File: src/rtl/bcs_pkg.sv
package bcs_pkg;
  localparam int MODE_PLAIN = 0;
  localparam int MODE_BLEND = 1;
  localparam int MODE_CLAMP = 2;

  typedef enum logic [1:0] {
    SEL_PLAIN = 2'd0,
    SEL_BLEND = 2'd1,
    SEL_CLAMP = 2'd2
  } res_sel_e;
endpackage

File: src/rtl/bcs_blend_unit.sv
module bcs_blend_unit #(
  parameter int W      = 32,
  parameter int FRAC_W = 8
) (
  input  logic [W-1:0]      lo_val,
  input  logic [W-1:0]      hi_val,
  input  logic [FRAC_W-1:0] weight,
  input  logic              is_signed,
  output logic [W-1:0]      mix
);
  localparam int DW = W + 2;
  localparam int PW = W + FRAC_W + 3;

  logic signed [W:0]    lo_ext, hi_ext;
  logic signed [DW-1:0] diff;
  logic signed [PW-1:0] diff_w, wt_w, prod, scaled;

  always_comb begin
    lo_ext = is_signed ? $signed({lo_val[W-1], lo_val}) : $signed({1'b0, lo_val});
    hi_ext = is_signed ? $signed({hi_val[W-1], hi_val}) : $signed({1'b0, hi_val});
    diff   = DW'(hi_ext) - DW'(lo_ext);
    diff_w = $signed({{(PW-DW){diff[DW-1]}}, diff});
    wt_w   = $signed({{(PW-FRAC_W){1'b0}}, weight});
    prod   = diff_w * wt_w;
    scaled = prod >>> FRAC_W;
    mix    = lo_val + scaled[W-1:0];
  end
endmodule

File: src/rtl/bcs_clamp_unit.sv
module bcs_clamp_unit #(
  parameter int W = 32
) (
  input  logic [W-1:0] val,
  input  logic [W-1:0] floor_v,
  input  logic [W-1:0] ceil_v,
  input  logic         is_signed,
  output logic [W-1:0] bounded
);
  logic          below, above;
  logic [W-1:0]  after_lo;

  always_comb begin
    below    = is_signed ? ($signed(val) < $signed(floor_v)) : (val < floor_v);
    after_lo = below ? floor_v : val;
    above    = is_signed ? ($signed(after_lo) > $signed(ceil_v)) : (after_lo > ceil_v);
    bounded  = above ? ceil_v : after_lo;
  end
endmodule

File: src/rtl/blend_clamp_stage.sv
module blend_clamp_stage
  import bcs_pkg::*;
#(
  parameter int W      = 32,
  parameter int FRAC_W = 8,
  parameter int MODE   = MODE_BLEND
) (
  input  logic         clk,
  input  logic         rst,
  input  logic         in_valid,
  input  logic         blend_en,
  input  logic         clamp_en,
  input  logic         sign0,
  input  logic         sign1,
  input  logic [W-1:0] sm0,
  input  logic [W-1:0] sm1,
  input  logic [W-1:0] base0,
  input  logic [W-1:0] base1,
  input  logic [W-1:0] base2,
  output logic         out_valid,
  output logic [W-1:0] lane0_res,
  output logic [W-1:0] lane1_res,
  output logic [W-1:0] full_res
);
  logic [W-1:0] plain0, plain1, plainf, part_full;
  logic [W-1:0] alt0, alt1;
  res_sel_e     sel;
  logic [W-1:0] nxt0, nxt1, nxtf;

  always_comb begin
    plain0    = base0 + sm0;
    plain1    = base1 + sm1;
    part_full = base2 + sm0;
    plainf    = part_full + sm1;
  end

  generate
    if (MODE == MODE_BLEND) begin : g_blend
      logic [W-1:0] mix_w;
      bcs_blend_unit #(.W(W), .FRAC_W(FRAC_W)) u_blend (
        .lo_val   (base0),
        .hi_val   (base1),
        .weight   (sm1[FRAC_W-1:0]),
        .is_signed(sign1),
        .mix      (mix_w)
      );
      always_comb begin
        sel  = blend_en ? SEL_BLEND : SEL_PLAIN;
        alt0 = W'(sm1[FRAC_W-1:0]);
        alt1 = mix_w;
      end
    end else if (MODE == MODE_CLAMP) begin : g_clamp
      logic [W-1:0] bnd_w;
      bcs_clamp_unit #(.W(W)) u_clamp (
        .val      (sm0),
        .floor_v  (base0),
        .ceil_v   (base1),
        .is_signed(sign0),
        .bounded  (bnd_w)
      );
      always_comb begin
        sel  = clamp_en ? SEL_CLAMP : SEL_PLAIN;
        alt0 = bnd_w;
        alt1 = plain1;
      end
    end else begin : g_plain
      always_comb begin
        sel  = SEL_PLAIN;
        alt0 = plain0;
        alt1 = plain1;
      end
    end
  endgenerate

  always_comb begin
    unique case (sel)
      SEL_BLEND: begin nxt0 = alt0;   nxt1 = alt1;   nxtf = part_full; end
      SEL_CLAMP: begin nxt0 = alt0;   nxt1 = plain1; nxtf = plainf;    end
      default:   begin nxt0 = plain0; nxt1 = plain1; nxtf = plainf;    end
    endcase
  end

  always_ff @(posedge clk) begin
    if (rst) begin
      out_valid <= 1'b0;
      lane0_res <= '0;
      lane1_res <= '0;
      full_res  <= '0;
    end else begin
      out_valid <= in_valid;
      if (in_valid) begin
        lane0_res <= nxt0;
        lane1_res <= nxt1;
        full_res  <= nxtf;
      end
    end
  end
endmodule

File: config.mk
export PLATFORM = sky130hd
export DESIGN_NAME = blend_clamp_stage
export DESIGN_NICKNAME = d
export VERILOG_FILES = /design/src/rtl/bcs_pkg.sv /design/src/rtl/bcs_blend_unit.sv /design/src/rtl/bcs_clamp_unit.sv /design/src/rtl/blend_clamp_stage.sv
export SDC_FILE = /design/constraint.sdc
export NUM_CORES = 1
export LEC_CHECK = 0
export BUFFER_PORTS_ARGS = -buffer_cell sky130_fd_sc_hd__buf_4
export CAP_MARGIN = 25
export CORE_MARGIN = 3
export CORE_UTILIZATION = 30
export CTS_BUF_LIST = sky130_fd_sc_hd__clkbuf_8
export DETAILED_ROUTE_END_ITERATION = 16
export GPL_TIMING_DRIVEN = 0
export PLACE_DENSITY = 0.6
export SLEW_MARGIN = 20
export SYNTH_ARGS = -nofsm -noshare
export SYNTH_HDL_FRONTEND = slang
export SYNTH_SLANG_ARGS = --single-unit
File: constraint.sdc
create_clock -name clk -period 10.4 [get_ports clk]
set_input_delay 1.04 -clock clk [delete_from_list [all_inputs] [get_ports clk]]
set_output_delay 1.04 -clock clk [all_outputs]
set_load 0.05 [all_outputs]
* Word-level counts from Yosys, hierarchy flattened
Index checks and enable logic that the tools add are counted.
** Cells by class
- $add $sub $neg :: 6
- $mul :: 1
- Div/mod/pow operators :: 0
- $lt $le $gt $ge :: 0
- Equality and inequality tests :: 2
- Shift-type cells :: 0
- Mux-type cells :: 6
- Bitwise logic cells :: 0
- Reduce and logical (&&, ||, !) cells :: 1
** Operators by type and width (count)
- adder 32 bit :: 5
- two-way mux 32 bit :: 3
- two-way mux 33 bit :: 2
- multiplier 34 x 9 -> 40 bit :: 1
- subtractor 33 x 33 -> 34 bit :: 1
- == test 1 x 2 -> 1 bit (second input constant) :: 1
- OR reduction 2 bit :: 1
- == test 1 bit (second input constant) :: 1
- two-way mux 1 bit :: 1
** Word-level totals
- Register bits :: 97
- Bits in latches :: 0
- Memory bits (writable) :: 0
- Memory bits (read-only) :: 0
- Input bits :: 167
- Output and inout bits :: 97
- Logic and storage cells :: 20
- Memories kept :: 0

* Longest topological paths before layout
Gate-level depths: netlist of run 1.
- Depth after elaboration :: 5
- Mapped depth :: 45

* By module
Synthesis of run 1 repeated with hierarchy kept, for this count alone.
** Second synthesis, totals
- Cell total of the unflattened synthesis :: 2796
- Area total of the unflattened synthesis :: 22029.9 sq um
** Modules (own cells, without submodules)
- bcs_blend_unit :: times used 1, cells an instance 1447, area each 11752.5 sq um
- blend_clamp_stage :: times used 1, cells an instance 1349, area each 10277.4 sq um

* Worst setup path after synthesis of run 1
OpenSTA, ideal clock, no wires.
- Path type :: in2reg
- From :: in base0[2]
- To :: reg lane1_res[31]
- Setup time :: 0.079 ns
- Data arrival time :: 9.818 ns
- Data required time :: 10.321 ns
- Slack :: 0.503 ns
- Cell stages on the path :: 43
- Cell sequence :: inv_1 > ha_1 > nor2b_4 > o31a_1 > o31a_1 > o311a_1 > o21a_1 > o21a_1 > o21a_1 > o21a_1 > o21a_1 > nor2_2 > xnor2_1 > nand2_1 > fa_1 > inv_1 > fa_1 > fa_1 > [... 7 more ...] > o21ba_1 > o21ai_0 > nand2_1 > a21oi_1 > xnor2_1 > ha_1 > and3_1 > nand3_1 > or4b_1 > and3_1 > a31oi_1 > a211o_1 > o31a_1 > a31o_1 > xnor2_1 > xnor2_1 > mux2i_1 > a211oi_2
** Between the ends
- Cells in the longest elaborated chain, start to end :: 5
** Ends and longest elaborated chain
- from (decl) :: line blend_clamp_stage.sv:17 : input logic [W-1:0] base0,
- two-way mux 33 bit :: line bcs_blend_unit.sv:19 : lo_ext = is_signed ? $signed({lo_val[W-1], lo_val}) : $signed({1'b0, lo_val});
- subtractor 33 x 33 -> 34 bit :: line bcs_blend_unit.sv:21 : diff = DW'(hi_ext) - DW'(lo_ext);
- multiplier 34 x 9 -> 40 bit :: line bcs_blend_unit.sv:24 : prod = diff_w * wt_w;
- adder 32 bit * :: line bcs_blend_unit.sv:26 : mix = lo_val + scaled[W-1:0];
- two-way mux 32 bit * :: line blend_clamp_stage.sv:76 : unique case (sel)
- to (signal assigned) :: line blend_clamp_stage.sv:93 : lane1_res <= nxt1;
- to (decl) :: line blend_clamp_stage.sv:22 : output logic [W-1:0] lane1_res,
Mark *: on every way between the ends. The rest lies on a longest branch, timed or not.
A chain may end at the register's enable or synchronous reset.

* Worst setup path in the final report of run 1
- From :: in base1[0]
- To :: reg lane1_res[31]
** Between the ends
- Cells in the longest elaborated chain, start to end :: 5
- Elaborated cells on any way between the ends :: 6
- Classes of those cells :: add/sub: 3; mul: 1; mux: 2
** Ends and longest elaborated chain
- from (decl) :: line blend_clamp_stage.sv:18 : input logic [W-1:0] base1,
- two-way mux 33 bit :: line bcs_blend_unit.sv:20 : hi_ext = is_signed ? $signed({hi_val[W-1], hi_val}) : $signed({1'b0, hi_val});
- subtractor 33 x 33 -> 34 bit :: line bcs_blend_unit.sv:21
- multiplier 34 x 9 -> 40 bit :: line bcs_blend_unit.sv:24
- adder 32 bit :: line bcs_blend_unit.sv:26
- two-way mux 32 bit * :: line blend_clamp_stage.sv:76
Marks and branches as above.

==> results of run 1 <==
[registers in the layout, summed over array words and instances (netlist names)]
signal	count
full_res	32
lane0_res	32
lane1_res	32
out_valid	1
[area by class of cell]
type                       count  share of cell area (%)
inverter                     325                    4.91
clock inverter                 7                   0.291
multi-input combinational   2171                    72.2
buffer                        81                    1.23
sequential                    97                    7.80
timing repair buffer         276                    8.37
tap                          931                    4.68
clock buffer                   9                   0.497
[path summary, 6_finish.rpt]
kind	startpoint	end	slack [ps]	depth (start not counted)
hold / removal	lane0_res[26]$_SDFFE_PP0P_	lane0_res[26]$_SDFFE_PP0P_	490	1
setup / recovery	base1[0]	lane1_res[31]$_SDFFE_PP0P_	180	45
setup reg to reg	lane1_res[29]$_SDFFE_PP0P_	lane1_res[29]$_SDFFE_PP0P_	9490	2
hold reg to reg	lane0_res[26]$_SDFFE_PP0P_	lane0_res[26]$_SDFFE_PP0P_	490	1
[cell usage after synthesis, drive strengths merged, types with 6 or more instances]
master	count
dfxtp	97
a22o	12
xnor2	131
o211ai	14
nand2b	41
buf	8
nor4	7
a22oi	13
nand4	7
nand3	34
a21o	85
a31o	6
nor2b	43
and3	16
ha	265
o31ai	10
inv	325
nor3	50
a211o	9
o21bai	26
a211oi	61
nand2	214
or3	11
o21a	50
and2	148
o31a	10
nor2	218
a31oi	13
xor2	63
a311oi	9
fa	206
a21oi	189
clkbuf	73
o21ai	131
mux2i	9
[repair_timing]
item                       4_1_cts  5_1_grt
setup endpoints to repair        3        6
pin swaps                        1       43
gates resized for setup         12       50
setup buffers                    1       14
[metrics by stage]
step | std cells | utilization (%) | TNS [ps] | hold slack [ps]
after floorplan | 2674 | - | 0 | 692
after global placement | 3864 | 35.1 | -3910 | 453
after detailed placement | 3865 | 35.1 | -3860 | 465
after CTS | 3882 | 35.5 | 0 | 484
after global routing | 3897 | 36.0 | -364 | 500
final | 3897 | 36.0 | 0 | 486
[cells by family after synthesis]
logic type	count (synthesis)
adders and majority gates	471
muxes	9
AOI/OAI and AO/OA	694
buffers and inverters	406
and+or+nand+nor	803
xor gates and xnor gates	194
DFF	97
[critical path, delay by kind of cell]
kind / cells / cell delay, ps
fa+ha+maj: 8 / 2940
compound gates: 19 / 4160
mux: 1 / 240
buf+inv: 6 / 410
simple gates: 7 / 1000
xor+xnor: 4 / 710
[metal layers]
layer | vias to the layer above | global-route usage, % | wire length, µm
met4 | 6 | 4.67 | 1990
met3 | 103 | 6.23 | 7310
met1 | 9605 | 27.9 | 34500
met2 | 722 | 31.3 | 33300
met5 | - | 0 | 35
li1 | 9667 | - | -
==> results.yml, run 1 <==
synth:
  yosys.area.top_type: "fa_1"
  synthAdderAreaFrac_pct: 35.1
  synthCells: 2674
  synth_top_family_by_area: "adder cells"
  netlist_top_cells_area: "fa_1 19%, ha_1 16%, dfxtp_1 9.2%"
  syn-num-nets: 3312
  avgSynthCellArea_um2: 7.92
  synth_seq_cells: 97
  ys_async_sr_fraction_pct: 0
  ys.flop_type: "dfxtp_1"
  synth-compound-area-share_pct: 21.7
  yosys_warnings: 0
  seq_area_frac_synth_pct: 9.17
  synthSimpleGateAreaFrac_pct: 18.3
  synthMuxAreaShare_pct: 0.426
  synth_cell_types: 81
  synth_top_area_share_pct: 19.5
  synth_edf_count: 0
  netlist_area_um2: 21200
  synth-xor-area-share_pct: 8.03
floorplan:
  start_util_pct: 30.6
  io_pins: 264
  fp.dieArea_um2: 73800
  coreArea_um2: 69200
  num_rows: 96
  die_h_um: 272
  die_x_um: 272
finish:
  num-fill-cells: 7422
  area_delta_synth_final_pct: 17.7
  stdcell_area_um2: 24900
  multiInputGateArea_um2: 18000
  layout_commonest_cell: "inv_1"
  seq_area_um2: 1940
  diodes: 0
  nets: 3599
  final_cell_mix: "321 x inv_1, 272 x buf_4, 259 x ha_1"
  drive_gt1_share_pct: 12.2
sta:
  fin_crit_ps: 10220
  finalWorstSetupSlack_ps: 179
  fmax_ghz: 0.0978
  finalHoldViolCount: 0
  tightestPinTransition_ps: 938
  min_period_over_period_pct: 98.3
  max_slew_margin_pct: 37.5
  drv_slew: 0
  rsz0062_at_grt: "yes"
  skew_ps: 0
  setup_violations: 0
cts:
  clk_path_buf_depth: 2
  cts_hold_buf: 0
  clk_latency_ps: 440
  clk_pin_slew_ps: 110
  root_buffer: "clkbuf_8"
  htreeDepth: 3
  clock-sinks: 97
  tritoncts: "done"
  cts_made_buffers: 9
drt:
  dr.pass1.iters: 6
  drc: 0
  postRouteAntennaNets: 0
  drtIter0Drc: 1646
  wl_mm: 77.2
  routed-via-count: 20100
  routed_via_density: 5.16
  wl_per_cell_um: 19.8
global_route:
  antenna_found_initial: 5
  overflow: 0
  grt_first_pass_wirelength_mm: 115
  grt_pass1_vias: 19000
  grt_usage_pct: 20.4
  grt_max_degree: 17
worst_setup_path:
  critPathSlowestCell: "fa_1"
  cpMostUsedCell: "o21a_1"
  crit_required_ps: 10700
  worstSetupStartpointType: "input pin"
  path_class: "in2reg"
  critPathArrivalTime_ps: 10520
  max_stage_delay_ps: 510
  end_kind: "flip-flop"
  critical_path.max_fanout: 5
flow_run:
  drv_cap: 0
min_path:
  hold_path.class: "reg2reg"
placement:
  pre_cts_slack_ps: -974
  portBuffers: 259
  detailed_place_hpwl_mm: 66.2
  placed_cell_area_um2: 24300
  place_congestion: 0.955
run_status:
  status: "finished clean"
Power of run 1 is left out: the tool's default activity adds up to more than one toggle a clock period on the data nets, which glitch-free logic cannot reach.
==> run 2, diff against run 1 <==
--- a/config.mk
+++ b/config.mk
@@ -13,6 +13,7 @@
 export DETAILED_ROUTE_END_ITERATION = 16
 export GPL_TIMING_DRIVEN = 0
 export PLACE_DENSITY = 0.6
+export REMOVE_ABC_BUFFERS = 1
 export SLEW_MARGIN = 20
 export SYNTH_ARGS = -nofsm -noshare
 export SYNTH_HDL_FRONTEND = slang
==> results.yml, run 2 (synthesized netlist as in run 1, its figures left out) <==
sta:
  drv_slew: 0
  fin_crit_ps: 10260
  fmax_ghz: 0.0974
  min_period_over_period_pct: 98.7
  max_slew_margin_pct: 32.8
  finalHoldViolCount: 0
  rsz0062_at_grt: "yes"
  skew_ps: 0
  tightestPinTransition_ps: 1010
  setup_violations: 0
run_status:
  status: "finished clean"
global_route:
  grt_usage_pct: 18.0
  grt_first_pass_wirelength_mm: 104
  grt_max_degree: 124
  overflow: 0
  grt_pass1_vias: 18300
  antenna_found_initial: 9
floorplan:
  fp.dieArea_um2: 73800
  die_h_um: 272
  coreArea_um2: 69200
  start_util_pct: 30.6
  io_pins: 264
  die_x_um: 272
  num_rows: 96
finish:
  final_cell_mix: "324 x inv_1, 277 x buf_4, 261 x ha_1"
  nets: 3523
  drive_gt1_share_pct: 12.7
  area_delta_synth_final_pct: 16.7
  layout_commonest_cell: "inv_1"
  top_regs: "full_res: 32 flops, lane0_res: 32 flops, lane1_res: 32 flops"
  final_cell_count_no_fill: 3823
cts:
  clk_path_buf_depth: 2
  clock-sinks: 97
  root_buffer: "clkbuf_8"
  htreeDepth: 3
  clk_pin_slew_ps: 120
  clk_latency_ps: 420
  cts_hold_buf: 0
  tritoncts: "done"
  cts_made_buffers: 9
drt:
  postRouteAntennaNets: 0
  wl_mm: 68.7
  routed-via-count: 19400
  wl_per_cell_um: 18.0
  drc: 0
  routed_via_density: 5.06
  dr.pass1.iters: 5
  drtIter0Drc: 1169
worst_setup_path:
  path_class: "in2reg"
  crit_required_ps: 10750
  worstSetupStartpointType: "input pin"
  critPathSlowestCell: "a211oi_2"
  critical_path.max_fanout: 8
  critPathArrivalTime_ps: 10620
  max_stage_delay_ps: 560
  end_kind: "flip-flop"
flow_run:
  drv_cap: 0
placement:
  portBuffers: 261
  place_congestion: 0.906
  detailed_place_hpwl_mm: 56.5
  dpl.cell_count: 3787
min_path:
  hold_path.class: "reg2reg"
[run 2: cell types whose count changed in the layout (fill, tap and decap cells not counted), moves of 4 or more]
cell | before | now
buf_1 | 6 | 0
buf_4 | 272 | 277
clkbuf_1 | 73 | 0
inv_6 | 0 | 4
nor2_2 | 1 | 5
[run 2: worst paths after layout]
| kind | endpoint | slack, ps | startpoint | cells past startpoint |
|---|---|---|---|---|
| worst max-delay path | lane1_res[31]$_SDFFE_PP0P_ | 140 | base1[0] | 42 |
| worst min-delay path | full_res[3]$_SDFFE_PP0P_ | 480 | full_res[3]$_SDFFE_PP0P_ | 2 |
| worst max register to register | lane1_res[29]$_SDFFE_PP0P_ | 9500 | lane1_res[29]$_SDFFE_PP0P_ | 2 |
| worst min register to register | full_res[3]$_SDFFE_PP0P_ | 480 | full_res[3]$_SDFFE_PP0P_ | 2 |
[run 2: cell type report]
| cell class | count | area [µm²] |
|---|---|---|
| Fill cell | 7365 | 44500 |
| Tap cell | 931 | 1160 |
| Clock buffer | 9 | 124 |
| Sequential cell | 97 | 1940 |
| Inverter | 325 | 1220 |
| Clock inverter | 7 | 82.6 |
| Antenna cell | 2 | 5.00 |
| Timing Repair Buffer | 281 | 2170 |
| Multi-Input combinational cell | 2171 | 18000 |
[run 2: routing by layer]
| layer | wire (µm) | part of all wire, % | track usage (%) |
|---|---|---|---|
| met2 | 31400 | 46 | 29.5 |
| met5 | 106 | 0.15 | 0 |
| met4 | 779 | 1.1 | 2.23 |
| met1 | 31000 | 45 | 24.5 |
| met3 | 5310 | 7.7 | 4.40 |
[run 2: critical path, delay by kind of cell]
kind | cells | cell delay, ps
buf+inv | 6 | 490
mux | 1 | 100
simple gates | 10 | 1930
fa+ha+maj | 8 | 3130
xor+xnor | 3 | 480
compound gates | 14 | 3440
[run 2: repair_timing]
| item | in CTS | in global routing |
|---|---|---|
| gates resized for setup | 14 | 39 |
| setup endpoints to repair | 7 | 7 |
| pin swaps | 3 | 24 |
| setup buffers | 4 | 13 |
| gates cloned | 0 | 0 |
[run 2: stage by stage]
stage / worst slack [ps] / TNS, ps / hold slack [ps] / utilization [%] / instance area (µm²)
5_1_grt: -279 / -615 / 495 / 35.7 / 24700
4_1_cts: 7.41 / 0 / 487 / 35.2 / 24300
6_report: 135 / 0 / 485 / 35.7 / 24700
3_5_place_dp: -1030 / -5730 / 461 / 34.8 / 24000
2_1_floorplan: 498 / 0 / 691 / - / 20900
3_3_place_gp: -1020 / -5500 / 459 / 34.7 / 24000
Power of run 2 is left out for the same reason.
